==> src/rtl/adc_pack_pkg.sv <==
package adc_pack_pkg;
  localparam int SMP_W   = 12;
  localparam int SLOT_W  = 16;
  localparam int PAIR_W  = 2 * SLOT_W;
  localparam int PAIRS   = 2;
  localparam int WORD_W  = PAIR_W * PAIRS;
  localparam int PAD_W   = SLOT_W - SMP_W;

  // Place a raw sample into a 16-bit slot, top- or bottom-aligned.
  function automatic logic [SLOT_W-1:0] place_sample(input logic [SMP_W-1:0] s,
                                                     input logic left);
    if (left) place_sample = {s, {PAD_W{1'b0}}};
    else      place_sample = {{PAD_W{1'b0}}, s};
  endfunction
endpackage

==> src/rtl/adc_pack_lane.sv <==
module adc_pack_lane
  import adc_pack_pkg::*;
(
  input  logic [SMP_W-1:0]  raw,
  input  logic              left,
  output logic [SLOT_W-1:0] slot
);
  assign slot = place_sample(raw, left);
endmodule

==> src/rtl/adc_pack_asm.sv <==
module adc_pack_asm
  import adc_pack_pkg::*;
(
  input  logic              clk,
  input  logic              rst,
  input  logic              in_valid,
  input  logic [PAIR_W-1:0] pair,
  output logic              word_push,
  output logic [WORD_W-1:0] word_data,
  output logic              half
);
  logic              half_q;
  logic [PAIR_W-1:0] first_q;

  always_ff @(posedge clk) begin
    if (rst) begin
      half_q  <= 1'b0;
      first_q <= '0;
    end else if (in_valid) begin
      if (!half_q) first_q <= pair;
      half_q <= ~half_q;
    end
  end

  assign word_push = in_valid & half_q;
  assign word_data = {pair, first_q};
  assign half      = half_q;
endmodule

==> src/rtl/adc_pack_fifo.sv <==
module adc_pack_fifo #(
  parameter int W     = 64,
  parameter int DEPTH = 8,
  localparam int AW   = (DEPTH > 1) ? $clog2(DEPTH) : 1,
  localparam int CW   = $clog2(DEPTH + 1)
) (
  input  logic          clk,
  input  logic          rst,
  input  logic          push,
  input  logic [W-1:0]  din,
  input  logic          pop,
  output logic [W-1:0]  dout,
  output logic          empty,
  output logic          drop,
  output logic [CW-1:0] cnt
);
  logic [W-1:0]  mem [DEPTH];
  logic [AW-1:0] wr_ptr, rd_ptr;
  logic          full, accept, do_pop;

  assign full   = (cnt == CW'(DEPTH));
  assign empty  = (cnt == '0);
  assign do_pop = pop & ~empty;
  assign accept = push & (~full | do_pop);
  assign drop   = push & full & ~do_pop;
  assign dout   = mem[rd_ptr];

  function automatic logic [AW-1:0] nxt(input logic [AW-1:0] p);
    nxt = (p == AW'(DEPTH - 1)) ? '0 : p + AW'(1);
  endfunction

  always_ff @(posedge clk) begin
    if (accept) mem[wr_ptr] <= din;
  end

  always_ff @(posedge clk) begin
    if (rst) begin
      wr_ptr <= '0;
      rd_ptr <= '0;
      cnt    <= '0;
    end else begin
      if (accept) wr_ptr <= nxt(wr_ptr);
      if (do_pop) rd_ptr <= nxt(rd_ptr);
      cnt <= cnt + CW'(accept) - CW'(do_pop);
    end
  end
endmodule

==> src/rtl/adc_pair_packer.sv <==
module adc_pair_packer
  import adc_pack_pkg::*;
#(
  parameter int FIFO_DEPTH = 8,
  localparam int CW = $clog2(FIFO_DEPTH + 1)
) (
  input  logic              clk,
  input  logic              rst,
  input  logic              in_valid,
  input  logic [SMP_W-1:0]  smp_a,
  input  logic [SMP_W-1:0]  smp_b,
  input  logic              left_just,
  input  logic              stop,
  input  logic              ovf_clear,
  output logic [WORD_W-1:0] out_data,
  output logic              out_valid,
  output logic              ovf_flag
);
  logic [SMP_W-1:0]  raw_s  [2];
  logic [SLOT_W-1:0] slot_s [2];
  logic [PAIR_W-1:0] pair;
  logic              word_push, word_drop, half, fifo_empty;
  logic [WORD_W-1:0] word_data;
  logic [CW-1:0]     fifo_cnt;

  assign raw_s[0] = smp_a;
  assign raw_s[1] = smp_b;

  for (genvar ch = 0; ch < 2; ch++) begin : g_lane
    adc_pack_lane u_lane (.raw(raw_s[ch]), .left(left_just), .slot(slot_s[ch]));
  end

  assign pair = {slot_s[1], slot_s[0]};

  adc_pack_asm u_asm (
    .clk(clk), .rst(rst), .in_valid(in_valid), .pair(pair),
    .word_push(word_push), .word_data(word_data), .half(half)
  );

  adc_pack_fifo #(.W(WORD_W), .DEPTH(FIFO_DEPTH)) u_fifo (
    .clk(clk), .rst(rst), .push(word_push), .din(word_data),
    .pop(out_valid), .dout(out_data), .empty(fifo_empty),
    .drop(word_drop), .cnt(fifo_cnt)
  );

  assign out_valid = ~fifo_empty & ~stop;

  always_ff @(posedge clk) begin
    if (rst)            ovf_flag <= 1'b0;
    else if (word_drop) ovf_flag <= 1'b1;
    else if (ovf_clear) ovf_flag <= 1'b0;
  end
endmodule

==> config.mk <==
export PLATFORM = sky130hd
export DESIGN_NAME = adc_pair_packer
export DESIGN_NICKNAME = d
export VERILOG_FILES = /design/src/rtl/adc_pack_pkg.sv /design/src/rtl/adc_pack_lane.sv /design/src/rtl/adc_pack_asm.sv /design/src/rtl/adc_pack_fifo.sv /design/src/rtl/adc_pair_packer.sv
export SDC_FILE = /design/constraint.sdc
export NUM_CORES = 1
export LEC_CHECK = 0
export BUFFER_PORTS_ARGS = -buffer_cell sky130_fd_sc_hd__buf_2
export CAP_MARGIN = 20
export CORE_ASPECT_RATIO = 1.5
export CORE_UTILIZATION = 53
export DETAILED_ROUTE_END_ITERATION = 6
export GPL_ROUTABILITY_DRIVEN = 0
export HOLD_SLACK_MARGIN = 0.06
export PLACE_DENSITY = 0.73
export SYNTH_ARGS = -nofsm -noshare
export SYNTH_HDL_FRONTEND = slang
export SYNTH_SLANG_ARGS = --single-unit
==> constraint.sdc <==
create_clock -name clk -period 10.4 [get_ports clk]
set_clock_uncertainty 0.05 [all_clocks]
set_input_delay 2.08 -clock clk [delete_from_list [all_inputs] [get_ports clk]]
set_output_delay 2.08 -clock clk [all_outputs]
set_load 0.03 [all_outputs]
Word level (Yosys, flattened, before mapping) --
Memory sizes are Yosys's and may differ from the RTL's. A register that Yosys moved wholly into a read port is not among the register bits. Cells that the tools add are included.
Storage, ports and cells: word-level logic and storage cells 39, input port bits 30, memories 1, register bits 44, bits in writable memories 512, output and inout bits 66
Memory list:
- u_fifo.mem | words 8, width 64, read ports 1, clocked after Yosys merged registers in 1, write ports 1, line adc_pack_fifo.sv:17 | logic [W-1:0] mem [DEPTH];
Cells by class: multiplexer cells 10, reductions and logical operators 3, bitwise operators 12, equal/unequal tests 3, add/subtract/negate cells 4
Operators with widths (number):
- two-way mux 16 bit | 2
- two-way mux 3 bit | 4
- adder 3 x 1 -> 3 bit (second input constant) | 2
- bitwise AND 1 bit | 6
- equality test 3 bit (second input constant) | 2
- NOT 1 bit | 5
- adder 4 x 1 -> 4 bit | 1
- equality test 4 bit (second input constant) | 1
- zero test 4 bit | 1
- two-way mux 1 bit | 4
- subtractor 4 x 1 -> 4 bit | 1
- AND reduction 2 bit | 1
- nonzero test 2 bit | 1
- bitwise OR 1 bit | 1

Longest topological paths before layout --
depth in word-level cells 8, depth in mapped cells 10, mapped depth without buffers 10

Cells and area by module --
From an unflattened synthesis, not the netlist that was laid out.
Unflattened totals: cells, all modules 1055, area total of the unflattened synthesis 22236.3 µm²
Modules (own cells, without submodules):
- adc_pack_fifo | area each 19990.4 µm², sequential area each 15635.0 µm², cells an instance 833, times used 1
- adc_pack_asm | area each 1855.5 µm², sequential area each 660.6 µm², cells an instance 181, times used 1
- adc_pack_lane | area each 173.9 µm², sequential area each 0.0 µm², cells an instance 18, times used 2
- adc_pair_packer | area each 42.5 µm², sequential area each 20.0 µm², cells an instance 5, times used 1

Worst setup path before layout --
Ideal clock, no wire load.
path type input-to-reg, start input port stop, end memory u_fifo.mem[2][0] (enable), library setup time 0.645 ns, required time 9.705 ns, path slack 0.813 ns, data arrival time 8.892 ns, buffers on the path 1, stages on the path 4, cell sequence or2_2 a31oi_1 buf_4 nor4bb_1
Between the ends: longest elaborated chain between the ends 7
Ends and longest elaborated chain:
- from (decl) | line adc_pair_packer.sv:13 | input logic stop,
- NOT 1 bit | line adc_pair_packer.sv:46 | assign out_valid = ~fifo_empty & ~stop;
- bitwise AND 1 bit | line adc_pair_packer.sv:46
- bitwise AND 1 bit | line adc_pack_fifo.sv:23 | assign do_pop = pop & ~empty;
- bitwise OR 1 bit | line adc_pack_fifo.sv:24 | assign accept = push & (~full | do_pop);
- bitwise AND 1 bit | line adc_pack_fifo.sv:24
- net u_fifo.accept | line adc_pack_fifo.sv:19 | logic full, accept, do_pop;
- two-way mux 1 bit | line adc_pack_fifo.sv:33 | if (accept) mem[wr_ptr] <= din;
- two-way mux 1 bit (not written as such) | line adc_pack_fifo.sv:33
- to (decl) | line adc_pack_fifo.sv:17
The timed path passes the listed nets, and every way through them passes these cells.

==> impl_metrics.ini <==
[outcome]
outcome = finished, violations left
violations = design-rule violations

[clocking]
clk_latency_ps = 560
cts_buffers = 46
cts_num_sinks = 559
cts_root_buf = clkbuf_16
cts_setup_buffers = 0
ctsHoldBuffers = 0
path_clk_slew_ps = 70
cts_tree = done
clk_path_buf_depth = 3
htreeDepth = 2
post_cts_resized = 0

[floorplanning]
fp.coreArea_sq_um = 39600
die_w_um = 166
num_rows = 89
initial_core_util_pct = 54.0
io_pins = 96
die-area_sq_um = 41300
fp.dieH_um = 248

[timing]
finalSetupViolations = 0
rsz0062_at_grt = no
setup_ws_ps = 4690
hold_violations = 0
tns_ps = 0
drv_slew = 0
fin_crit_sh_pct = 54.9
period_needed_ps = 5710
worst_pin_slew_ps = 1140
clock.fmax_mhz = 175
slew_headroom_pct = 24.2

[route]
wire_per_inst_um = 26.4
drc = 4
ant_nets = 0
vias = 10043
via_per_inst = 6.09
drt_pass1_iterations = 7
wl_um = 43500
drt_iter0_markers = 791

[setup_path]
crit_type = reg -> out
rrSetupSlack_ps = 7290
critPathLaunchType = register
rr_startpoint = u_fifo.cnt[2]$_SDFF_PP0_
worstPathRequired_ps = 8270
reg2reg_depth = 7
end_kind = output pin
cp.arrival_ps = 3580
timing.rr.end = u_fifo.mem[1][60]$_DFFE_PP_
path_max_fanout = 56

[global_route]
grt_first_pass_wirelength_um = 65100
grt-ovfl-total = 0
grt_pass1_vias = 10417
grt_usage_pct = 21.8
antenna_found_initial = 1
grt_max_degree = 96

[placed_design]
dp_cells = 1561
port_buffers = 95
dp_hpwl_um = 24400
pre_cts_slack_ps = 5070

[synthesis]
synth.top_cells.by_count = 512 x edfxtp_1, 128 x mux4_2, 82 x mux2_2
ys_ff_latch = 559
synth.largest_area_cell = edfxtp_1
synthMostInstantiatedCell = edfxtp_1
ys_top_cells_by_area = edfxtp_1 72%, mux4_2 13%, dfxtp_1 4.4%, mux2_2 4.3%, nor2_1 0.68%
ys_types = 37
synth_fp_nets = 1044
synthArstFlopShare_pct = 0
syn-cell-area_sq_um = 21400
synth_top_area_share_pct = 71.8
yosys_warnings = 0
netlist_instances = 1004
syn_area_per_cell_sq_um = 21.3
ys_seq_area_share_pct = 76.2
synth_ff_type = edfxtp_1
synth_edf_count = 512

[cells_and_area]
n_fill_cell = 2743
antennaDiodeCount = 0
drive_above_1_share_pct = 35.8
syn_to_final_growth_pct = 12.6
fin_nets = 1151
stdcell_count = 1648
multiInputGateArea_sq_um = 4830
regArea_sq_um = 16300

[pwr]
finalPower_mw = 5.32
seqPwrFrac_pct = 48.2
p_per_area_nw_per_um2 = 220
switching_share_pct = 24.2
p_leak_nw = 7.72
vdd_ir_drop_max_mv = 0.161
power.switching_mw = 1.29
combPwrFrac_pct = 15.8
p_clk_share_pct = 36.0
p_int_mw = 4.03

[flow_run]
cap_violations = 0

[hold_path]
worstHoldStart = u_fifo.rd_ptr[1]$_SDFFE_PP0P_
hp-class = reg -> reg
hold_path_depth = 2
-- worst max path at each step --
| stage | slack, ps | endpoint |
|---|---|---|
| 6_report | 4690 | out_data[32] |
| 5_1_grt | 4540 | out_data[20] |
| 4_1_cts | 4630 | out_data[32] |
| 3_5_place_dp | 5070 | u_fifo.mem[1][56]$_DFFE_PP_ |
| 3_3_place_gp | 5220 | u_fifo.mem[1][53]$_DFFE_PP_ |
| 2_1_floorplan | 810 | u_fifo.mem[2][0]$_DFFE_PP_ |
-- critical path: stages (launching register included) --
cell	delay, ps
dfxtp_4	530
buf_4	680
buf_4	740
mux4_2	420
mux2_2	310
buf_2	190
-- metrics by stage --
stage / area [sq um] / hold WS [ps] / utilization (%)
2_1_floorplan: 21400 / 429 / -
3_3_place_gp: 22400 / 456 / 56.5
3_5_place_dp: 22400 / 458 / 56.5
4_1_cts: 24100 / 471 / 60.8
5_1_grt: 24100 / 501 / 60.9
6_report: 24100 / 474 / 60.9
-- metal layers --
| metal | share of wire (%) | GRT usage [%] |
|---|---|---|
| met5 | 0.030 | 0 |
| met4 | 3.3 | 8.63 |
| met3 | 6.3 | 3.18 |
| met2 | 52 | 37.8 |
| met1 | 38 | 27.9 |
-- logic make-up after synthesis --
group / count (synthesis) / share of synthesized area (%)
AO/OA/AOI/OAI: 30 / 0.736
AND/OR/NAND/NOR: 134 / 3.10
XOR/XNOR: 1 / 0.0409
multiplexers: 212 / 17.9
adder cells (fa/ha/maj): 10 / 0.619
flip-flops: 559 / 76.2
buffers and inverters: 58 / 1.50
-- power groups by stage --
stage	registers [mW]	clock network, mW	logic [mW]
CTS	2.57	1.95	0.859
global placement	2.61	0	0.844
finish	2.56	1.92	0.841
floorplan	2.57	0	0.706
global route	2.57	2.03	0.902
detailed placement	2.61	0	0.853
-- cells in the final DEF (no fill, tap or decap), types with 11 or more instances in the layout --
cell type / instances
clkbuf_16: 48
a21oi_1: 24
nor3_1: 17
bufinv_16: 11
nor2_1: 39
edfxtp_1: 512
mux4_2: 128
buf_4: 14
dfxtp_1: 44
nand2_1: 35
nor2b_1: 12
mux2_2: 82
buf_2: 95
-- state kept, by name (all words and copies together) (netlist names), named ones only --
signal	count
u_asm.half	1
u_fifo.rd_ptr	3
u_fifo.wr_ptr	3
u_asm.first_q	32
u_fifo.cnt	4
ovf_flag	1
u_fifo.mem	512
-- cell type report --
| type | count | share of cell area, % |
|---|---|---|
| Clock buffer | 55 | 5.29 |
| Clock inverter | 30 | 1.80 |
| Inverter | 6 | 0.0933 |
| Multi-Input combinational cell | 387 | 20.0 |
| Sequential cell | 559 | 67.7 |
| Tap cell | 500 | 2.59 |
| Timing Repair Buffer | 111 | 2.57 |
Note: power is estimated with default switching activity, not from simulation.
